**src/rtl/kce_pkg.sv**
```systemverilog
package kce_pkg;
  localparam logic [7:0] OP_RD_ID   = 8'h80;
  localparam logic [7:0] OP_WR_CFG  = 8'h81;
  localparam logic [7:0] OP_RD_STAT = 8'h82;
  localparam logic [7:0] OP_RESET   = 8'h83;
  localparam logic [7:0] OP_WR_PULL = 8'h84;
  localparam logic [7:0] OP_WR_DIR  = 8'h85;
  localparam logic [7:0] OP_WR_MASK = 8'h86;
  localparam logic [7:0] OP_RD_DIR  = 8'h87;
  localparam logic [7:0] OP_RD_MASK = 8'h88;
  localparam logic [7:0] OP_WR_ACT  = 8'h8B;
  localparam logic [7:0] OP_RD_ERR  = 8'h8C;
  localparam logic [7:0] OP_WR_DEB  = 8'h8F;
  localparam logic [7:0] OP_WR_KSZ  = 8'h90;
  localparam logic [7:0] OP_RD_KSZ  = 8'h91;
  localparam logic [7:0] OP_RD_CFG  = 8'h92;
  localparam logic [7:0] OP_WR_CLK  = 8'h93;
  localparam logic [7:0] OP_RD_CLK  = 8'h94;
  localparam logic [7:0] OP_PARKED  = 8'hFF;

  localparam logic [7:0] RESET_KEY  = 8'hAA;
  localparam logic [15:0] CHIP_ID   = 16'h0400;

  localparam int ST_KEY    = 0;
  localparam int ST_ERR    = 3;
  localparam int ST_NOINIT = 4;
  localparam int ST_PWM_LO = 5;
  localparam int NUM_PWM   = 3;

  localparam int ER_BADPAR = 0;
  localparam int ER_UNKCMD = 1;
  localparam int ER_FIFOOV = 6;

  localparam int GPIO_W    = 16;

  localparam logic [7:0] DEF_CFG  = 8'h80;
  localparam logic [7:0] DEF_STAT = 8'h10;
  localparam logic [7:0] DEF_ACT  = 8'd125;
  localparam logic [7:0] DEF_DEB  = 8'd3;
  localparam logic [7:0] DEF_KSZ  = 8'h33;
  localparam logic [7:0] DEF_CLK  = 8'h08;

  localparam logic [3:0] KSZ_MIN     = 4'd3;
  localparam logic [3:0] KSZ_LO_MAX  = 4'd12;
  localparam logic [3:0] KSZ_HI_MAX  = 4'd8;
endpackage

```
**src/rtl/kce_seq.sv**
```systemverilog
module kce_seq
  import kce_pkg::*;
#(
  parameter int CNT_W = 4
) (
  input  logic             clk,
  input  logic             rst_n,
  input  logic             start_i,
  input  logic             wr_i,
  input  logic             rd_i,
  input  logic [7:0]       data_i,
  input  logic             park_i,
  output logic [7:0]       cmd_o,
  output logic [CNT_W-1:0] cnt_o,
  output logic             prm_wr_o,
  output logic             prm_first_o
);
  localparam logic [CNT_W-1:0] CNT_MAX = '1;
  localparam logic [CNT_W-1:0] CNT_ONE = CNT_W'(1);

  logic [7:0]       cmd_q, cmd_d;
  logic [CNT_W-1:0] cnt_q, cnt_d;

  assign prm_wr_o    = wr_i && !start_i && (cnt_q != '0);
  assign prm_first_o = (cnt_q == CNT_ONE);

  always_comb begin
    cnt_d = cnt_q;
    cmd_d = cmd_q;
    if (start_i) begin
      cnt_d = '0;
    end else if (wr_i || rd_i) begin
      if (cnt_q != CNT_MAX) cnt_d = cnt_q + CNT_ONE;
      if (wr_i && (cnt_q == '0)) cmd_d = data_i;
      else if (park_i)           cmd_d = OP_PARKED;
    end
  end

  always_ff @(posedge clk or negedge rst_n) begin
    if (!rst_n) begin
      cmd_q <= OP_PARKED;
      cnt_q <= '0;
    end else begin
      cmd_q <= cmd_d;
      cnt_q <= cnt_d;
    end
  end

  assign cmd_o = cmd_q;
  assign cnt_o = cnt_q;
endmodule

```
**src/rtl/kce_regs.sv**
```systemverilog
module kce_regs
  import kce_pkg::*;
(
  input  logic              clk,
  input  logic              rst_n,
  input  logic              prm_wr_i,
  input  logic              prm_first_i,
  input  logic              rd_i,
  input  logic              rd_known_i,
  input  logic [7:0]        cmd_i,
  input  logic [7:0]        data_i,
  input  logic              key_evt_i,
  input  logic [NUM_PWM-1:0] pwm_end_i,
  input  logic              fifo_ovf_i,
  output logic              park_o,
  output logic              fifo_clr_o,
  output logic [7:0]        stat_o,
  output logic [7:0]        err_o,
  output logic [7:0]        cfg_o,
  output logic [7:0]        act_o,
  output logic [7:0]        deb_o,
  output logic [7:0]        ksz_o,
  output logic [7:0]        clk_o,
  output logic [GPIO_W-1:0] pull_o,
  output logic [GPIO_W-1:0] dir_o,
  output logic [GPIO_W-1:0] mask_o
);
  logic [7:0] stat_q, stat_d, err_q, err_d;
  logic [7:0] cfg_q, cfg_d, act_q, act_d, deb_q, deb_d;
  logic [7:0] ksz_q, ksz_d, clk_q, clk_d;
  logic [GPIO_W-1:0] pull_q, pull_d, dir_q, dir_d, mask_q, mask_d;
  logic clr_q, clr_d;
  logic bad, unk, st_clr, st_init, park;
  logic [7:0] st_base;

  function automatic logic ksz_bad(input logic [7:0] v);
    return (v[3:0] < KSZ_MIN) || (v[3:0] > KSZ_LO_MAX) ||
           (v[7:4] < KSZ_MIN) || (v[7:4] > KSZ_HI_MAX);
  endfunction

  function automatic logic [GPIO_W-1:0] gpio_next(input logic [GPIO_W-1:0] cur,
                                                  input logic first,
                                                  input logic [7:0] v);
    return first ? GPIO_W'(v) : (cur | {v, 8'h00});
  endfunction

  always_comb begin
    cfg_d = cfg_q;  act_d = act_q;  deb_d = deb_q;
    ksz_d = ksz_q;  clk_d = clk_q;
    pull_d = pull_q; dir_d = dir_q; mask_d = mask_q;
    bad = 1'b0; unk = 1'b0; st_clr = 1'b0; st_init = 1'b0;
    park = 1'b0; clr_d = 1'b0;
    if (prm_wr_i) begin
      case (cmd_i)
        OP_WR_CFG: begin
          cfg_d = data_i; st_clr = 1'b1; clr_d = 1'b1; park = 1'b1;
        end
        OP_RESET: begin
          park = 1'b1;
          if (data_i == RESET_KEY) begin
            cfg_d = DEF_CFG; act_d = DEF_ACT; deb_d = DEF_DEB;
            ksz_d = DEF_KSZ; clk_d = DEF_CLK; st_init = 1'b1;
          end else begin
            bad = 1'b1;
          end
        end
        OP_WR_PULL: begin
          pull_d = gpio_next(pull_q, prm_first_i, data_i); park = !prm_first_i;
        end
        OP_WR_DIR: begin
          dir_d = gpio_next(dir_q, prm_first_i, data_i); park = !prm_first_i;
        end
        OP_WR_MASK: begin
          mask_d = gpio_next(mask_q, prm_first_i, data_i); park = !prm_first_i;
        end
        OP_WR_ACT: begin
          act_d = data_i; park = 1'b1;
        end
        OP_WR_DEB: begin
          deb_d = data_i; park = 1'b1; bad = (data_i == 8'h00);
        end
        OP_WR_KSZ: begin
          ksz_d = data_i; park = 1'b1; bad = ksz_bad(data_i);
        end
        OP_WR_CLK: begin
          clk_d = data_i; park = 1'b1; bad = (data_i[1] != data_i[0]);
        end
        OP_PARKED: bad = 1'b1;
        default:   unk = 1'b1;
      endcase
    end
    if (rd_i) begin
      if (!rd_known_i) unk = 1'b1;
      else if ((cmd_i == OP_RD_STAT) && !stat_q[ST_NOINIT]) st_clr = 1'b1;
    end

    err_d = err_q;
    err_d[ER_BADPAR] = err_q[ER_BADPAR] | bad;
    err_d[ER_UNKCMD] = err_q[ER_UNKCMD] | unk;
    err_d[ER_FIFOOV] = err_q[ER_FIFOOV] | fifo_ovf_i;

    if (st_init)     st_base = DEF_STAT;
    else if (st_clr) st_base = 8'h00;
    else             st_base = stat_q;
    stat_d = st_base;
    stat_d[ST_KEY] = st_base[ST_KEY] | key_evt_i;
    stat_d[ST_ERR] = st_base[ST_ERR] | bad | unk | fifo_ovf_i;
    stat_d[ST_PWM_LO +: NUM_PWM] = st_base[ST_PWM_LO +: NUM_PWM] | pwm_end_i;
  end

  always_ff @(posedge clk or negedge rst_n) begin
    if (!rst_n) begin
      stat_q <= DEF_STAT; err_q <= '0;
      cfg_q <= DEF_CFG; act_q <= DEF_ACT; deb_q <= DEF_DEB;
      ksz_q <= DEF_KSZ; clk_q <= DEF_CLK;
      pull_q <= '0; dir_q <= '0; mask_q <= '0;
      clr_q <= 1'b0;
    end else begin
      stat_q <= stat_d; err_q <= err_d; clr_q <= clr_d;
      if (prm_wr_i) begin
        cfg_q <= cfg_d; act_q <= act_d; deb_q <= deb_d;
        ksz_q <= ksz_d; clk_q <= clk_d;
        pull_q <= pull_d; dir_q <= dir_d; mask_q <= mask_d;
      end
    end
  end

  assign park_o = park;
  assign fifo_clr_o = clr_q;
  assign stat_o = stat_q; assign err_o = err_q;
  assign cfg_o = cfg_q; assign act_o = act_q; assign deb_o = deb_q;
  assign ksz_o = ksz_q; assign clk_o = clk_q;
  assign pull_o = pull_q; assign dir_o = dir_q; assign mask_o = mask_q;
endmodule

```
**src/rtl/kce_rdmux.sv**
```systemverilog
module kce_rdmux
  import kce_pkg::*;
#(
  parameter int CNT_W = 4
) (
  input  logic [7:0]        cmd_i,
  input  logic [CNT_W-1:0]  idx_i,
  input  logic [7:0]        stat_i,
  input  logic [7:0]        err_i,
  input  logic [3:0]        cfg_lo_i,
  input  logic [7:0]        ksz_i,
  input  logic [5:0]        clk_hi_i,
  input  logic [GPIO_W-1:0] dir_i,
  input  logic [GPIO_W-1:0] mask_i,
  output logic              known_o,
  output logic [7:0]        byte_o
);
  logic [15:0] word;

  always_comb begin
    known_o = 1'b1;
    case (cmd_i)
      OP_RD_ID:   word = CHIP_ID;
      OP_RD_STAT: word = {8'h00, stat_i};
      OP_RD_DIR:  word = dir_i;
      OP_RD_MASK: word = mask_i;
      OP_RD_ERR:  word = {8'h00, err_i};
      OP_RD_KSZ:  word = {8'h00, ksz_i};
      OP_RD_CFG:  word = {12'h000, cfg_lo_i};
      OP_RD_CLK:  word = {8'h00, clk_hi_i, 2'b10};
      default: begin
        word = 16'h0000;
        known_o = 1'b0;
      end
    endcase
    if (idx_i == '0)                 byte_o = word[7:0];
    else if (idx_i == CNT_W'(1))     byte_o = word[15:8];
    else                             byte_o = 8'h00;
  end
endmodule

```
**src/rtl/kcmd_engine.sv**
```systemverilog
module kcmd_engine
  import kce_pkg::*;
#(
  parameter int CNT_W = 4
) (
  input  logic        clk,
  input  logic        rst_n,
  input  logic        start_i,
  input  logic        wr_i,
  input  logic        rd_i,
  input  logic [7:0]  data_i,
  output logic [7:0]  rd_data_o,
  output logic        irq_n_o,
  input  logic        key_evt_i,
  input  logic [2:0]  pwm_end_i,
  input  logic        fifo_ovf_i,
  output logic        fifo_clr_o,
  output logic [7:0]  cfg_o,
  output logic [7:0]  clk_o,
  output logic [7:0]  ksz_o,
  output logic [7:0]  act_o,
  output logic [7:0]  deb_o,
  output logic [15:0] pull_o,
  output logic [15:0] dir_o,
  output logic [15:0] mask_o
);
  logic [7:0]       cmd_w, stat_w, err_w, rd_byte, rd_q, rd_d;
  logic [CNT_W-1:0] cnt_w;
  logic             park_w, prm_wr_w, prm_first_w, known_w;

  kce_seq #(.CNT_W(CNT_W)) u_seq (
    .clk(clk), .rst_n(rst_n), .start_i(start_i), .wr_i(wr_i), .rd_i(rd_i),
    .data_i(data_i), .park_i(park_w), .cmd_o(cmd_w), .cnt_o(cnt_w),
    .prm_wr_o(prm_wr_w), .prm_first_o(prm_first_w)
  );

  kce_regs u_regs (
    .clk(clk), .rst_n(rst_n), .prm_wr_i(prm_wr_w), .prm_first_i(prm_first_w),
    .rd_i(rd_i), .rd_known_i(known_w), .cmd_i(cmd_w), .data_i(data_i),
    .key_evt_i(key_evt_i), .pwm_end_i(pwm_end_i), .fifo_ovf_i(fifo_ovf_i),
    .park_o(park_w), .fifo_clr_o(fifo_clr_o), .stat_o(stat_w), .err_o(err_w),
    .cfg_o(cfg_o), .act_o(act_o), .deb_o(deb_o), .ksz_o(ksz_o), .clk_o(clk_o),
    .pull_o(pull_o), .dir_o(dir_o), .mask_o(mask_o)
  );

  kce_rdmux #(.CNT_W(CNT_W)) u_rdmux (
    .cmd_i(cmd_w), .idx_i(cnt_w), .stat_i(stat_w), .err_i(err_w),
    .cfg_lo_i(cfg_o[3:0]), .ksz_i(ksz_o), .clk_hi_i(clk_o[7:2]),
    .dir_i(dir_o), .mask_i(mask_o), .known_o(known_w), .byte_o(rd_byte)
  );

  always_comb rd_d = rd_i ? rd_byte : rd_q;

  always_ff @(posedge clk or negedge rst_n) begin
    if (!rst_n) rd_q <= 8'h00;
    else        rd_q <= rd_d;
  end

  assign rd_data_o = rd_q;
  assign irq_n_o   = (stat_w == 8'h00);
endmodule

```
**config.mk**
```make
export PLATFORM = sky130hd
export DESIGN_NAME = kcmd_engine
export DESIGN_NICKNAME = d
export VERILOG_FILES = /design/src/rtl/kce_pkg.sv /design/src/rtl/kce_seq.sv /design/src/rtl/kce_regs.sv /design/src/rtl/kce_rdmux.sv /design/src/rtl/kcmd_engine.sv
export SDC_FILE = /design/constraint.sdc
export NUM_CORES = 1
export LEC_CHECK = 0
export ABC_AREA = 1
export BUFFER_PORTS_ARGS = -buffer_cell sky130_fd_sc_hd__buf_2
export CELL_PAD_IN_SITES_DETAIL_PLACEMENT = 2
export CELL_PAD_IN_SITES_GLOBAL_PLACEMENT = 2
export CORE_AREA = 2 2 142 144
export CTS_BUF_LIST = sky130_fd_sc_hd__clkbuf_8
export DETAILED_ROUTE_END_ITERATION = 10
export DIE_AREA = 0 0 144 146
export GPL_TIMING_DRIVEN = 1
export PLACE_DENSITY = 0.79
export SYNTH_ARGS = -nofsm -noshare
export SYNTH_HDL_FRONTEND = slang
export SYNTH_HIERARCHICAL = 1
export SYNTH_SLANG_ARGS = --single-unit
```
**constraint.sdc**
```tcl
create_clock -name clk -period 2.18 [get_ports clk]
set_input_delay 0.218 -clock clk [delete_from_list [all_inputs] [get_ports clk]]
set_output_delay 0.218 -clock clk [all_outputs]
set_load 0.02 [all_outputs]
```
==> impl_results.html, run 1 <==
<table>
<tr><th>Metric</th><th>Value</th></tr>
<tr><th colspan="2">Synth</th></tr>
<tr><td>Library cell occupying the most area in the post-synthesis netlist</td><td>sky130_fd_sc_hd__dfrtp_1</td></tr>
<tr><td>Netlist cell types</td><td>36</td></tr>
<tr><td>Sequential-to-total area share from yosys stat</td><td>0.474</td></tr>
<tr><td>Per-instance average area after synthesis</td><td>7.86 um^2</td></tr>
<tr><td>YS warnings</td><td>6</td></tr>
<tr><td>Ranking of synthesized cells by area</td><td>sky130_fd_sc_hd__dfrtp_1 (38%), sky130_fd_sc_hd__nand2_1 (12%), sky130_fd_sc_hd__dfstp_2 (9.6%)</td></tr>
<tr><td>Number of standard cells after synthesis</td><td>800</td></tr>
<tr><td>Area fraction of the dominant cell type after synthesis</td><td>0.378</td></tr>
<tr><td>Fraction of the mapped netlist area in compound gates</td><td>0.106</td></tr>
<tr><td>Netlist area before placement</td><td>about 6300 um^2</td></tr>
<tr><td>Multiplexer share of the synthesized area</td><td>0</td></tr>
<tr><td>XOR/XNOR share of the synthesized area</td><td>0</td></tr>
<tr><td>Main combinational cell family by area after synthesis</td><td>simple AND/OR/NAND/NOR gates</td></tr>
<tr><td>Adder-cell share of the synthesized area</td><td>0.0119</td></tr>
<tr><td>Post-synthesis sequential element count</td><td>~120</td></tr>
<tr><td>Post-synthesis share of cell area spent on and, or, nand and nor gates</td><td>0.321</td></tr>
<tr><th colspan="2">Timing</th></tr>
<tr><td>Least-Margin Pin Slew</td><td>~720 ps</td></tr>
<tr><td>Unrepaired setup endpoints after global routing</td><td>yes</td></tr>
<tr><td>Setup slack of the critical path after layout</td><td>about 130 ps</td></tr>
<tr><td>Max-slew violation count</td><td>0</td></tr>
<tr><td>Final number of setup-violating endpoints</td><td>0</td></tr>
<tr><td>Fmax</td><td>slightly below 500 MHz</td></tr>
<tr><td>Number of hold violations in the final report</td><td>0</td></tr>
<tr><td>Worst max-slew margin expressed relative to the limit</td><td>0.521</td></tr>
<tr><td>Total negative setup slack</td><td>0 ps</td></tr>
<tr><td>Min Tclk post-route</td><td>2050 ps</td></tr>
<tr><td>Setup Skew</td><td>about 9.6 ps</td></tr>
<tr><td>Final period util</td><td>0.940</td></tr>
<tr><td>Hold Slack</td><td>between 100 and 150 ps</td></tr>
<tr><th colspan="2">Global routing</th></tr>
<tr><td>Number of global-route vias before repair</td><td>6760</td></tr>
<tr><td>Pin count of the biggest net entering global routing</td><td>roughly 120</td></tr>
<tr><td>Number of antenna violations at the first check in global routing</td><td>0</td></tr>
<tr><td>Tot GR Track Use</td><td>0.240</td></tr>
<tr><td>First-pass GRT wire length</td><td>38500 um</td></tr>
<tr><td>Total overflow reported by the global router</td><td>0</td></tr>
<tr><th colspan="2">CTS</th></tr>
<tr><td>Max Buffers Root-to-Sink</td><td>2</td></tr>
<tr><td>H-tree depth reported by CTS</td><td>4</td></tr>
<tr><td>CTS Buf Count</td><td>17</td></tr>
<tr><td>Clock tree from TritonCTS</td><td>done</td></tr>
<tr><td>Num Clock Sinks</td><td>roughly 120</td></tr>
<tr><td>Cell at the root of the clock tree</td><td>sky130_fd_sc_hd__clkbuf_8</td></tr>
<tr><td>Clock insertion delay at the later pin of the skew report</td><td>about 460 ps</td></tr>
<tr><td>Worst-path clk slew</td><td>~80 ps</td></tr>
<tr><th colspan="2">Power</th></tr>
<tr><td>Total power of the final layout</td><td>between 0.006 and 0.007 W</td></tr>
<tr><td>P_leak</td><td>4.19 nW</td></tr>
<tr><td>Max rail drop VDD</td><td>between 0.0003 and 0.0004 V</td></tr>
<tr><td>Cell Pwr Density</td><td>approximately 800 nW/um^2</td></tr>
<tr><th colspan="2">Drt</th></tr>
<tr><td>Average wire per cell in the routed design</td><td>19.7 um</td></tr>
<tr><td>Drt first pass iters</td><td>4</td></tr>
<tr><td>Post-detailed-routing wire length</td><td>roughly 25000 um</td></tr>
<tr><td>Via count</td><td>6149</td></tr>
<tr><td>DR DRC count</td><td>0</td></tr>
<tr><td>Number of routed nets with antenna violations</td><td>0</td></tr>
<tr><td>Routed via count divided by cell count</td><td>slightly below 5</td></tr>
<tr><td>Initial drt markers</td><td>267</td></tr>
<tr><th colspan="2">Cells and area</th></tr>
<tr><td>Synthesis-to-layout area growth</td><td>25.3%</td></tr>
<tr><td>Antenna Cells</td><td>0</td></tr>
<tr><td>Share of cells above drive strength 1</td><td>0.286</td></tr>
<tr><td>Fin area</td><td>between 7000 and 8000 um^2</td></tr>
<tr><td>Commonest non-fill, non-tap cells in the layout</td><td>sky130_fd_sc_hd__nand2_1 (194), sky130_fd_sc_hd__buf_2 (114), sky130_fd_sc_hd__nand3_1 (96), sky130_fd_sc_hd__dfrtp_1 (95), sky130_fd_sc_hd__nor2_1 (92)</td></tr>
<tr><td>Number of nets in the final layout</td><td>between 900 and 1k</td></tr>
<tr><td>Fill cell instance count of the final layout</td><td>roughly 2.3k</td></tr>
<tr><td>Most common library cell in the layout ignoring fill and taps</td><td>sky130_fd_sc_hd__nand2_1</td></tr>
<tr><th colspan="2">Run status</th></tr>
<tr><td>Result of the run</td><td>completed</td></tr>
<tr><th colspan="2">Floorplan</th></tr>
<tr><td>Placeable core region</td><td>slightly below 20000 um^2</td></tr>
<tr><td>Die Wd</td><td>144 um</td></tr>
<tr><td>Height of the chip</td><td>about 150 um</td></tr>
<tr><td>Die footprint</td><td>roughly 21000 um^2</td></tr>
<tr><td>Count of pins on the block boundary</td><td>between 100 and 150</td></tr>
<tr><td>Site Rows</td><td>roughly 50</td></tr>
<tr><td>Initial core utilization</td><td>0.325</td></tr>
<tr><th colspan="2">Placement</th></tr>
<tr><td>Count of port buffers added during placement</td><td>115</td></tr>
<tr><td>Placement-stage worst setup slack</td><td>77.8 ps</td></tr>
<tr><td>Hpwl dp</td><td>around 17000 um</td></tr>
<tr><td>Placed Instance Area</td><td>approximately 7400 um^2</td></tr>
<tr><td>Routability-driven placement congestion ratio</td><td>roughly 0.78</td></tr>
<tr><th colspan="2">Worst setup path</th></tr>
<tr><td>Critical Path End Type</td><td>flop</td></tr>
<tr><td>R2r endpoint</td><td>u_regs/clk_o[2]</td></tr>
<tr><td>Element type at the critical path start</td><td>flop</td></tr>
<tr><td>Critical Path RT</td><td>between 2000 and 3000 ps</td></tr>
<tr><td>Worst reg2reg setup slack</td><td>between 100 and 150 ps</td></tr>
<tr><td>Reg-to-Reg Start</td><td>u_seq/cmd_o[1]</td></tr>
<tr><td>Data arrival time at the worst-slack endpoint</td><td>around 2400 ps</td></tr>
<tr><td>R2R cell count</td><td>9</td></tr>
<tr><td>Peak fanout along the critical path</td><td>9</td></tr>
<tr><td>Critical setup path kind</td><td>flop to flop</td></tr>
<tr><th colspan="2">Flow run</th></tr>
<tr><td>Max-cap violations</td><td>0</td></tr>
<tr><th colspan="2">Worst hold path</th></tr>
<tr><td>Launch point of the worst hold path</td><td>data_i[6]</td></tr>
<tr><td>Class of the most critical hold timing path</td><td>input port to flop</td></tr>
<tr><td>Hold worst-path end</td><td>u_regs/cfg_o[6]</td></tr>
<tr><td>Hold Path Stages</td><td>3</td></tr>
</table>
==> routing by layer <==
metal | GRT usage | wire length (um)
met3 | 0.0451 | 827
met1 | 0.305 | 10700
met5 | 0 | 0
met4 | 0.0760 | 487
met2 | 0.410 | 12500
==> logic make-up after synthesis <==
| family | after synthesis |
|---|---|
| AND/OR/NAND/NOR | 435 |
| buffers and inverters | 124 |
| flip-flops | 118 |
| AO/OA/AOI/OAI | 116 |
| adder cells (fa/ha/maj) | 6 |
| other | 1 |
==> worst max-delay path: stages, from the launching register on <==
cell and delay [ps]:
sky130_fd_sc_hd__dfstp_2 650, sky130_fd_sc_hd__nand2_2 160, sky130_fd_sc_hd__inv_2 120, sky130_fd_sc_hd__nand2_1 80, sky130_fd_sc_hd__nor2_2 190, sky130_fd_sc_hd__nand2_2 110
sky130_fd_sc_hd__nand2_4 160, sky130_fd_sc_hd__inv_1 70, sky130_fd_sc_hd__nand3_1 240, sky130_fd_sc_hd__o21ai_0 130
==> cell type report <==
class / instances / area, um^2 / share of cell area
Sequential cell: 118 / 2980 / 0.378
Multi-Input combinational cell: 564 / 2800 / 0.355
Timing Repair Buffer: 168 / 1020 / 0.129
Inverter: 100 / 375 / 0.0476
Tap cell: 265 / 332 / 0.0421
Clock buffer: 17 / 234 / 0.0297
Clock inverter: 15 / 141 / 0.0179
==> timing repair <==
action	CTS	global route
hold buffers	7	0
endpoints found under the setup margin	0	15
hold endpoints to repair	102	0
gates resized for setup	0	5
buffers inserted	0	5
==> stage by stage <==
stage	utilization	cells
CTS	0.404	1242
global route	0.407	1247
detailed placement	0.381	1203
finish	0.407	1247
global placement	0.381	1203
floorplan	-	806
==> Yosys cell counts, drive strengths merged <==
master	number
nand3	99
o21bai	4
conb	1
inv	98
clkinv	2
clkbuf	2
dfrtp	95
nand4	4
ha	6
nor2	111
a21oi	25
nand2	214
o21ai	66
buf	22
nor3	1
o21a	20
o211ai	1
or2	4
dfstp	23
nor3b	2
==> worst max-delay path by stage <==
stage	start	to	slack, ps	cells past startpoint
final	u_seq/cmd_o[1]	u_regs/clk_o[2]	130	9
after global routing	u_seq/cmd_o[0]	u_regs/stat_o[5]	-70	12
after CTS	u_seq/cmd_o[7]	u_regs/stat_o[3]	40	13
after detailed placement	u_seq/cmd_o[7]	u_regs/stat_o[3]	80	13
after global placement	u_seq/cmd_o[7]	u_regs/stat_o[3]	140	13
after floorplan	u_seq/cnt_o[0]	u_regs/dir_o[7]	200	12
==> power breakdown <==
part           switching (W)  internal, W
clock                0.00109     0.000925
sequential          0.000237      0.00246
combinational        0.00101     0.000466
==> registers in the layout, summed over array words and instances (netlist names), 3 cells and up <==
| signal | flops |
|---|---|
| u_seq/cmd_o | 8 |
| u_seq/cnt_o | 4 |
| u_regs/act_o | 8 |
| u_regs/ksz_o | 8 |
| rd_data_o | 8 |
| u_regs/pull_o | 16 |
| u_regs/stat_o | 6 |
| u_regs/err_o | 3 |
| u_regs/mask_o | 16 |
| u_regs/dir_o | 16 |
| u_regs/deb_o | 8 |
| u_regs/cfg_o | 8 |
| u_regs/clk_o | 8 |
Power figures use the tool's default switching activity.
==> run 2: changes to the inputs <==
==> constraint.sdc (replaced) <==
create_clock -name clk -period 1.95 [get_ports clk]
set_input_delay 0.195 -clock clk [delete_from_list [all_inputs] [get_ports clk]]
set_output_delay 0.195 -clock clk [all_outputs]
set_load 0.02 [all_outputs]
==> run 2 against run 1 <==
  * The flow now finishes with violations (setup timing)
  * Critical path depth grew 3
  * Non-clock buffer count grew 28
  * Global-route usage grew 1.3 points
  * Count of clock-buffer cells in the layout is the same
  * Clock power grew 11%
  * Register-to-register slack lost 410 ps
  * Sequential power grew 13%
  * Cell count grew 2.3%
  * Utilization grew 2.7 points
  * Highest routed layer unchanged
==> impl_results.html, run 2 (synthesized netlist as in run 1, its figures left out) <==
<table>
<tr><th>Metric</th><th>Value</th></tr>
<tr><th colspan="2">Floorplan</th></tr>
<tr><td>Count of pins on the block boundary</td><td>roughly 120</td></tr>
<tr><td>Die Wd</td><td>between 100 and 150 um</td></tr>
<tr><td>Placeable core region</td><td>19300 um^2</td></tr>
<tr><td>Site Rows</td><td>51</td></tr>
<tr><td>Initial core utilization</td><td>0.325</td></tr>
<tr><td>Die footprint</td><td>21000 um^2</td></tr>
<tr><td>Height of the chip</td><td>roughly 150 um</td></tr>
<tr><th colspan="2">CTS</th></tr>
<tr><td>Cell at the root of the clock tree</td><td>sky130_fd_sc_hd__clkbuf_8</td></tr>
<tr><td>Max Buffers Root-to-Sink</td><td>2</td></tr>
<tr><td>Num Clock Sinks</td><td>between 100 and 150</td></tr>
<tr><td>Clock insertion delay at the later pin of the skew report</td><td>480 ps</td></tr>
<tr><td>CTS Buf Count</td><td>17</td></tr>
<tr><td>Worst-path clk slew</td><td>~90 ps</td></tr>
<tr><td>H-tree depth reported by CTS</td><td>4</td></tr>
<tr><td>Clock tree from TritonCTS</td><td>done</td></tr>
<tr><th colspan="2">Cells and area</th></tr>
<tr><td>Fill cell instance count of the final layout</td><td>between 2k and 2.5k</td></tr>
<tr><td>Fin area</td><td>between 8000 and 9000 um^2</td></tr>
<tr><td>Cell Count, Final, Fillers Out</td><td>1276</td></tr>
<tr><td>Share of cells above drive strength 1</td><td>0.352</td></tr>
<tr><td>Number of nets in the final layout</td><td>1022</td></tr>
<tr><td>FF/Latch Area</td><td>slightly below 3000 um^2</td></tr>
<tr><td>Commonest non-fill, non-tap cells in the layout</td><td>sky130_fd_sc_hd__nand2_1 (185), sky130_fd_sc_hd__buf_2 (115), sky130_fd_sc_hd__dfrtp_1 (94), sky130_fd_sc_hd__nand3_1 (87), sky130_fd_sc_hd__inv_1 (77)</td></tr>
<tr><td>Area of the multi-input gates</td><td>2990 um^2</td></tr>
<tr><td>Antenna Cells</td><td>0</td></tr>
<tr><td>Most common library cell in the layout ignoring fill and taps</td><td>sky130_fd_sc_hd__nand2_1</td></tr>
<tr><td>Synthesis-to-layout area growth</td><td>33.8%</td></tr>
<tr><th colspan="2">Drt</th></tr>
<tr><td>Number of routed nets with antenna violations</td><td>0</td></tr>
<tr><td>Initial drt markers</td><td>288</td></tr>
<tr><td>Via count</td><td>around 6.7k</td></tr>
<tr><td>Drt first pass iters</td><td>4</td></tr>
<tr><td>Routed via count divided by cell count</td><td>approximately 5.2</td></tr>
<tr><td>Average wire per cell in the routed design</td><td>about 24 um</td></tr>
<tr><td>DR DRC count</td><td>0</td></tr>
<tr><td>Post-detailed-routing wire length</td><td>about 30000 um</td></tr>
<tr><th colspan="2">Global routing</th></tr>
<tr><td>Number of global-route vias before repair</td><td>7121</td></tr>
<tr><td>Total overflow reported by the global router</td><td>0</td></tr>
<tr><td>First-pass GRT wire length</td><td>roughly 40000 um</td></tr>
<tr><td>Tot GR Track Use</td><td>0.253</td></tr>
<tr><td>Pin count of the biggest net entering global routing</td><td>46</td></tr>
<tr><td>Number of antenna violations at the first check in global routing</td><td>0</td></tr>
<tr><th colspan="2">Worst hold path</th></tr>
<tr><td>Class of the most critical hold timing path</td><td>input port to flop</td></tr>
<tr><th colspan="2">Placement</th></tr>
<tr><td>Dpl cells</td><td>1216</td></tr>
<tr><td>Count of port buffers added during placement</td><td>115</td></tr>
<tr><td>Placed Instance Area</td><td>7530 um^2</td></tr>
<tr><td>Routability-driven placement congestion ratio</td><td>about 0.85</td></tr>
<tr><td>Hpwl dp</td><td>approximately 18000 um</td></tr>
<tr><td>Placement-stage worst setup slack</td><td>-33.3 ps</td></tr>
<tr><th colspan="2">Worst setup path</th></tr>
<tr><td>Critical Path End Type</td><td>flop</td></tr>
<tr><td>Peak fanout along the critical path</td><td>8</td></tr>
<tr><td>Critical setup path kind</td><td>flop to flop</td></tr>
<tr><td>Critical Path RT</td><td>~2400 ps</td></tr>
<tr><td>Element type at the critical path start</td><td>flop</td></tr>
<tr><td>Data arrival time at the worst-slack endpoint</td><td>around 2600 ps</td></tr>
<tr><th colspan="2">Power</th></tr>
<tr><td>Share of total power in sequential cells</td><td>0.413</td></tr>
<tr><td>Cell Pwr Density</td><td>a little under 900 nW/um^2</td></tr>
<tr><td>Cell Int Power</td><td>0.00440 W</td></tr>
<tr><td>P_leak</td><td>around 4.4 nW</td></tr>
<tr><td>Part of the total power dissipated in combinational logic</td><td>0.283</td></tr>
<tr><td>Relative contribution of the clock network to total power</td><td>0.304</td></tr>
<tr><td>Max rail drop VDD</td><td>between 0.0004 and 0.0005 V</td></tr>
<tr><td>Switching power share of the total</td><td>0.403</td></tr>
<tr><td>Net switching power of the design</td><td>approximately 0.003 W</td></tr>
<tr><th colspan="2">Timing</th></tr>
<tr><td>Min Tclk post-route</td><td>about 2200 ps</td></tr>
<tr><td>Unrepaired setup endpoints after global routing</td><td>yes</td></tr>
<tr><td>Setup slack of the critical path after layout</td><td>-282 ps</td></tr>
<tr><td>Setup Skew</td><td>~22 ps</td></tr>
<tr><td>Max-slew violation count</td><td>0</td></tr>
<tr><td>Fmax</td><td>448 MHz</td></tr>
<tr><td>Number of hold violations in the final report</td><td>0</td></tr>
<tr><td>Final period util</td><td>1.14</td></tr>
<tr><td>Total negative setup slack</td><td>-9470 ps</td></tr>
<tr><td>Final number of setup-violating endpoints</td><td>85</td></tr>
<tr><th colspan="2">Flow run</th></tr>
<tr><td>Max-cap violations</td><td>0</td></tr>
<tr><th colspan="2">Run status</th></tr>
<tr><td>Failing checks</td><td>setup timing</td></tr>
<tr><td>Result of the run</td><td>complete, but fails checks</td></tr>
</table>
==> run 2: cell count changes in the layout (fill, tap and decap cells not counted), moves of 7 or more <==
cell                      before  now
sky130_fd_sc_hd__nor2_1       92   76
sky130_fd_sc_hd__buf_4        45   59
sky130_fd_sc_hd__nor2_2        7   20
sky130_fd_sc_hd__nand3_2       2   12
sky130_fd_sc_hd__nand2_1     194  185
sky130_fd_sc_hd__nand3_1      96   87
sky130_fd_sc_hd__inv_1        84   77
==> run 2: power groups by stage <==
stage               Clock [W]  Sequential, W  Combinational (W)
detailed placement          0        0.00306            0.00165
global placement            0        0.00305            0.00160
global route          0.00238        0.00308            0.00220
floorplan                   0        0.00318           0.000792
finish                0.00224        0.00304            0.00209
CTS                   0.00224        0.00301            0.00180
==> run 2: routing by layer <==
layer | global-route usage | vias up | wire [um]
met5 | 0 | - | 0
met2 | 0.438 | 209 | 16100
met3 | 0.0372 | 85 | 1240
li1 | - | 2938 | -
met1 | 0.315 | 3447 | 12000
met4 | 0.0995 | 0 | 1100
==> run 2: final timing paths <==
kind,startpoint,end,slack [ps],cells after the start
min in group asynchronous,rst_n,u_regs/pull_o[11],180,2
worst max register to register,u_seq/cmd_o[7],u_seq/cmd_o[1],-280,12
worst max-delay path,u_seq/cmd_o[7],u_seq/cmd_o[1],-280,12
worst min-delay path,data_i[7],u_regs/cfg_o[7],110,3
worst min register to register,u_regs/pull_o[6],u_regs/pull_o[6],500,2
max in group asynchronous,rst_n,u_regs/clk_o[3],1110,3
==> run 2: through the flow <==
| stage | util | hold WS (ps) | power (W) |
|---|---|---|---|
| after floorplan | - | -101 | 0.00397 |
| after global placement | 0.390 | 140 | 0.00465 |
| after detailed placement | 0.390 | 144 | 0.00472 |
| after CTS | 0.417 | 81.7 | 0.00705 |
| after global routing | 0.435 | 102 | 0.00766 |
| final | 0.435 | 110 | 0.00737 |
==> run 2: cell type report <==
| cell class | count | share of cell area |
|---|---|---|
| Sequential cell | 118 | 0.355 |
| Clock buffer | 17 | 0.0278 |
| Tap cell | 265 | 0.0394 |
| Clock inverter | 15 | 0.0162 |
| Inverter | 100 | 0.0455 |
| Timing Repair Buffer | 196 | 0.161 |
| Multi-Input combinational cell | 565 | 0.355 |
==> run 2: critical path, cell delays in order, from the launching register on <==
cell and delay [ps]:
sky130_fd_sc_hd__dfstp_2 630, sky130_fd_sc_hd__inv_1 90, sky130_fd_sc_hd__nor2_1 260, sky130_fd_sc_hd__nand2_1 160, sky130_fd_sc_hd__nor2_2 160, sky130_fd_sc_hd__nor2_1 100
sky130_fd_sc_hd__nand3_1 90, sky130_fd_sc_hd__nand2_1 90, sky130_fd_sc_hd__inv_2 120, sky130_fd_sc_hd__nand3_4 130, sky130_fd_sc_hd__nand2_4 150, sky130_fd_sc_hd__nand2_1 90
sky130_fd_sc_hd__nand2_1 100
==> run 2: what timing repair did <==
action,in CTS,in global routing
hold buffers,7,0
pin swaps,2,33
gates resized for setup,9,62
gates cloned,0,4
setup buffers,8,9
setup endpoints to repair,23,109
endpoints found under the hold margin,44,0
==> run 3: changes to the inputs <==
--- a/config.mk
+++ b/config.mk
@@ -5,16 +5,16 @@
 export SDC_FILE = /design/constraint.sdc
 export NUM_CORES = 1
 export LEC_CHECK = 0
-export ABC_AREA = 1
+export ABC_AREA = 0
 export BUFFER_PORTS_ARGS = -buffer_cell sky130_fd_sc_hd__buf_2
 export CELL_PAD_IN_SITES_DETAIL_PLACEMENT = 2
 export CELL_PAD_IN_SITES_GLOBAL_PLACEMENT = 2
-export CORE_AREA = 2 2 142 144
+export CORE_AREA = 2 2 131 133
 export CTS_BUF_LIST = sky130_fd_sc_hd__clkbuf_8
 export DETAILED_ROUTE_END_ITERATION = 10
-export DIE_AREA = 0 0 144 146
+export DIE_AREA = 0 0 133 135
 export GPL_TIMING_DRIVEN = 1
-export PLACE_DENSITY = 0.79
+export PLACE_DENSITY = 0.8
 export SYNTH_ARGS = -nofsm -noshare
 export SYNTH_HDL_FRONTEND = slang
 export SYNTH_HIERARCHICAL = 1
==> run 3 against run 2 <==
  * The flow still finishes with violations (setup timing)
  * Clock power up 24%
  * Die area down 15%
  * Synthesized area down 6.5%
  * Hold slack worse by 54 ps
  * Critical endpoint is now u_seq/cmd_o[7]
  * Highest routed layer unchanged
==> impl_results.html, run 3 <==
<table>
<tr><th>Metric</th><th>Value</th></tr>
<tr><th colspan="2">Worst setup path</th></tr>
<tr><td>Crit path buf inv count</td><td>4</td></tr>
<tr><td>Data arrival time at the worst-slack endpoint</td><td>between 3000 and 4000 ps</td></tr>
<tr><td>Worst reg2reg setup slack</td><td>-1080 ps</td></tr>
<tr><td>Critical Path End Type</td><td>flop</td></tr>
<tr><td>R2R cell count</td><td>12</td></tr>
<tr><td>Reg-to-Reg Start</td><td>u_seq/cmd_o[0]</td></tr>
<tr><td>CP delay by family, top</td><td>compound AO/OA/AOI/OAI gates</td></tr>
<tr><td>Element type at the critical path start</td><td>flop</td></tr>
<tr><td>Peak fanout along the critical path</td><td>8</td></tr>
<tr><td>Most prevalent standard cell on the critical path</td><td>sky130_fd_sc_hd__a21oi_1</td></tr>
<tr><td>Critical Path RT</td><td>2340 ps</td></tr>
<tr><td>Slowest Stage Delay on Critical Path</td><td>a little under 600 ps</td></tr>
<tr><td>Worst setup path startpoint</td><td>u_seq/cmd_o[0]</td></tr>
<tr><td>Worst-path cell chain</td><td>buf_6 -&gt; buf_4 -&gt; buf_4 -&gt; nand2_1 -&gt; a21oi_1 -&gt; a21oi_1 -&gt; o22ai_2 -&gt; and2_4 -&gt; nor2b_4 -&gt; buf_8 -&gt; a21oi_1 -&gt; mux2i_1</td></tr>
<tr><td>R2r endpoint</td><td>u_seq/cmd_o[7]</td></tr>
<tr><td>Cell with the largest stage delay on the worst path</td><td>sky130_fd_sc_hd__dfstp_2</td></tr>
<tr><td>Critical setup path kind</td><td>flop to flop</td></tr>
<tr><th colspan="2">CTS</th></tr>
<tr><td>Worst-path clk slew</td><td>90 ps</td></tr>
<tr><td>Cell at the root of the clock tree</td><td>sky130_fd_sc_hd__clkbuf_8</td></tr>
<tr><td>Max Buffers Root-to-Sink</td><td>2</td></tr>
<tr><td>Num Clock Sinks</td><td>118</td></tr>
<tr><td>CTS Buf Count</td><td>17</td></tr>
<tr><td>Clock tree from TritonCTS</td><td>done</td></tr>
<tr><td>H-tree depth reported by CTS</td><td>4</td></tr>
<tr><td>Clock insertion delay at the later pin of the skew report</td><td>500 ps</td></tr>
<tr><th colspan="2">Worst hold path</th></tr>
<tr><td>Hold worst-path end</td><td>u_seq/cmd_o[7]</td></tr>
<tr><td>Class of the most critical hold timing path</td><td>input port to flop</td></tr>
<tr><td>Hold Path Stages</td><td>3</td></tr>
<tr><td>Launch point of the worst hold path</td><td>data_i[7]</td></tr>
<tr><th colspan="2">Cells and area</th></tr>
<tr><td>Final core utilization</td><td>0.564</td></tr>
<tr><td>Synthesis-to-layout area growth</td><td>57.3%</td></tr>
<tr><td>Fill cell instance count of the final layout</td><td>~1.6k</td></tr>
<tr><td>Commonest non-fill, non-tap cells in the layout</td><td>sky130_fd_sc_hd__buf_2 (114), sky130_fd_sc_hd__buf_4 (110), sky130_fd_sc_hd__dfrtp_1 (92), sky130_fd_sc_hd__nor2_1 (41), sky130_fd_sc_hd__buf_6 (36)</td></tr>
<tr><td>Most common library cell in the layout ignoring fill and taps</td><td>sky130_fd_sc_hd__buf_2</td></tr>
<tr><td>Share of cells above drive strength 1</td><td>0.594</td></tr>
<tr><td>Number of nets in the final layout</td><td>approximately 840</td></tr>
<tr><td>Fin area</td><td>~9200 um^2</td></tr>
<tr><td>Cell Count, Final, Fillers Out</td><td>1048</td></tr>
<tr><th colspan="2">Global routing</th></tr>
<tr><td>Pin count of the biggest net entering global routing</td><td>119</td></tr>
<tr><td>First-pass GRT wire length</td><td>about 48000 um</td></tr>
<tr><td>Number of antenna violations at the first check in global routing</td><td>3</td></tr>
<tr><td>Total overflow reported by the global router</td><td>0</td></tr>
<tr><td>Tot GR Track Use</td><td>0.370</td></tr>
<tr><td>Number of global-route vias before repair</td><td>between 6k and 7k</td></tr>
<tr><th colspan="2">Timing</th></tr>
<tr><td>Hold Slack</td><td>55.6 ps</td></tr>
<tr><td>Setup slack of the critical path after layout</td><td>-1080 ps</td></tr>
<tr><td>Least-Margin Pin Slew</td><td>766 ps</td></tr>
<tr><td>Min Tclk post-route</td><td>approximately 3000 ps</td></tr>
<tr><td>Final number of setup-violating endpoints</td><td>between 100 and 150</td></tr>
<tr><td>Max-slew violation count</td><td>0</td></tr>
<tr><td>Total negative setup slack</td><td>-66920 ps</td></tr>
<tr><td>Number of hold violations in the final report</td><td>0</td></tr>
<tr><td>Fmax</td><td>330 MHz</td></tr>
<tr><td>Unrepaired setup endpoints after global routing</td><td>yes</td></tr>
<tr><td>Worst max-slew margin expressed relative to the limit</td><td>0.489</td></tr>
<tr><td>Final period util</td><td>1.56</td></tr>
<tr><td>Setup Skew</td><td>slightly below 30 ps</td></tr>
<tr><th colspan="2">Drt</th></tr>
<tr><td>Routed via count divided by cell count</td><td>between 6 and 7</td></tr>
<tr><td>Detailed-routing wirelength on met1</td><td>about 14000 um</td></tr>
<tr><td>Initial drt markers</td><td>between 600 and 700</td></tr>
<tr><td>Met2 wire length</td><td>approximately 19000 um</td></tr>
<tr><td>Average wire per cell in the routed design</td><td>36.7 um</td></tr>
<tr><td>Met3 WL post-DR</td><td>2900 um</td></tr>
<tr><td>Post-detailed-routing wire length</td><td>38500 um</td></tr>
<tr><td>Top layer reached by signal wires</td><td>met4</td></tr>
<tr><td>DR DRC count</td><td>0</td></tr>
<tr><td>Via count</td><td>6510</td></tr>
<tr><td>Number of routed nets with antenna violations</td><td>0</td></tr>
<tr><td>Drt first pass iters</td><td>5</td></tr>
<tr><th colspan="2">Synth</th></tr>
<tr><td>Sequential-to-total area share from yosys stat</td><td>0.507</td></tr>
<tr><td>Top post-synthesis cells by count</td><td>sky130_fd_sc_hd__dfrtp_1 (95), sky130_fd_sc_hd__nor2_1 (51), sky130_fd_sc_hd__a21oi_1 (43), sky130_fd_sc_hd__mux2_2 (33), sky130_fd_sc_hd__inv_1 (28)</td></tr>
<tr><td>Fraction of registers with async set/reset</td><td>1.00</td></tr>
<tr><td>Library cell occupying the most area in the post-synthesis netlist</td><td>sky130_fd_sc_hd__dfrtp_1</td></tr>
<tr><td>Area fraction of the dominant cell type after synthesis</td><td>0.405</td></tr>
<tr><td>Netlist cell types</td><td>73</td></tr>
<tr><td>Number of standard cells after synthesis</td><td>557</td></tr>
<tr><td>Netlist area before placement</td><td>a little under 6000 um^2</td></tr>
<tr><td>Number of synthesized flops with an enable pin</td><td>0</td></tr>
<tr><td>Post-synthesis sequential element count</td><td>~120</td></tr>
<tr><td>Most frequently used flop master after synthesis</td><td>sky130_fd_sc_hd__dfrtp_1</td></tr>
<tr><td>YS warnings</td><td>6</td></tr>
<tr><td>Most common cell in the netlist</td><td>sky130_fd_sc_hd__dfrtp_1</td></tr>
<tr><td>Ranking of synthesized cells by area</td><td>sky130_fd_sc_hd__dfrtp_1 (40%), sky130_fd_sc_hd__dfstp_2 (10%), sky130_fd_sc_hd__mux2_2 (6.3%)</td></tr>
<tr><td>Per-instance average area after synthesis</td><td>around 11 um^2</td></tr>
<tr><th colspan="2">Power</th></tr>
<tr><td>Cell Pwr Density</td><td>between 1000 and 1500 nW/um^2</td></tr>
<tr><td>Max rail drop VDD</td><td>approximately 0.00088 V</td></tr>
<tr><td>P_leak</td><td>4.46 nW</td></tr>
<tr><th colspan="2">Run status</th></tr>
<tr><td>Result of the run</td><td>complete, but fails checks</td></tr>
<tr><td>Failing checks</td><td>setup timing</td></tr>
<tr><th colspan="2">Floorplan</th></tr>
<tr><td>Count of pins on the block boundary</td><td>116</td></tr>
<tr><td>Placeable core region</td><td>16400 um^2</td></tr>
<tr><td>Initial core utilization</td><td>0.358</td></tr>
<tr><td>Site Rows</td><td>47</td></tr>
<tr><td>Height of the chip</td><td>~140 um</td></tr>
<tr><td>Die Wd</td><td>about 130 um</td></tr>
<tr><td>Die footprint</td><td>between 15000 and 20000 um^2</td></tr>
<tr><th colspan="2">Placement</th></tr>
<tr><td>Dpl cells</td><td>between 900 and 1k</td></tr>
<tr><td>Routability-driven placement congestion ratio</td><td>about 0.87</td></tr>
<tr><td>Hpwl dp</td><td>between 15000 and 20000 um</td></tr>
<tr><td>Count of port buffers added during placement</td><td>115</td></tr>
<tr><td>Placed Instance Area</td><td>7370 um^2</td></tr>
<tr><th colspan="2">Flow run</th></tr>
<tr><td>Max-cap violations</td><td>0</td></tr>
</table>
run 3: cell families after synthesis:
family / count (synthesis) / share of synthesized area
AND/OR/NAND/NOR: 162 / 0.158
AO/OA/AOI/OAI: 144 / 0.169
flip-flops: 118 / 0.507
buffers and inverters: 74 / 0.0566
multiplexers: 52 / 0.0958
adder cells (fa/ha/maj): 6 / 0.0128
other: 1 / 0.000638
run 3: per-stage QoR:
step	worst slack, ps	total power, W
3_3_place_gp	-487	0.00489
6_report	-1080	0.00928
3_5_place_dp	-672	0.00502
2_1_floorplan	-587	0.00402
4_1_cts	-621	0.00837
5_1_grt	-1060	0.00942
run 3: what timing repair did:
action	CTS	global route
hold buffers	6	0
setup buffers	37	23
resized for setup	170	63
gates cloned	2	0
pin swaps	57	33
endpoints found under the hold margin	101	0
setup endpoints to repair	112	114
run 3: cell type report:
class / instances / area, um^2 / share of cell area
flip-flops and latches: 118 / 2990 / 0.323
clock inverters: 14 / 200 / 0.0217
diodes: 3 / 7.51 / 0.000812
repair buffers: 275 / 2030 / 0.219
well taps: 220 / 275 / 0.0298
inverters: 28 / 105 / 0.0114
multi-input cells: 372 / 3400 / 0.368
clock buffers: 18 / 248 / 0.0268
run 3: worst max path at each step:
stage / cells after the start / slack [ps] / end
after floorplan: 7 / -590 / u_regs/pull_o[0]
after global placement: 9 / -490 / u_seq/cmd_o[1]
after detailed placement: 9 / -670 / u_seq/cmd_o[0]
after CTS: 10 / -620 / u_seq/cmd_o[1]
after global routing: 12 / -1060 / u_seq/cmd_o[5]
final: 12 / -1080 / u_seq/cmd_o[7]
run 3: worst reg2reg max path, cell delays in order (launching register included):
cell	delay [ps]
sky130_fd_sc_hd__dfstp_2	580
sky130_fd_sc_hd__buf_6	140
sky130_fd_sc_hd__buf_4	140
sky130_fd_sc_hd__buf_4	150
sky130_fd_sc_hd__nand2_1	220
sky130_fd_sc_hd__a21oi_1	410
sky130_fd_sc_hd__a21oi_1	150
sky130_fd_sc_hd__o22ai_2	180
sky130_fd_sc_hd__and2_4	180
sky130_fd_sc_hd__nor2b_4	170
sky130_fd_sc_hd__buf_8	170
sky130_fd_sc_hd__a21oi_1	130
sky130_fd_sc_hd__mux2i_1	320
run 3: report_power, final:
group | leakage, nW | total (W) | internal (W) | switching [W]
Sequential | 1.48 | 0.00304 | 0.00272 | 0.000316
Clock | 0.216 | 0.00278 | 0.00144 | 0.00134
Combinational | 2.76 | 0.00347 | 0.00143 | 0.00204
run 3: routing by layer:
layer,vias up,track usage
met5,-,0
met4,0,0.170
met3,158,0.0676
met2,477,0.645
met1,3355,0.447
li1,2520,-
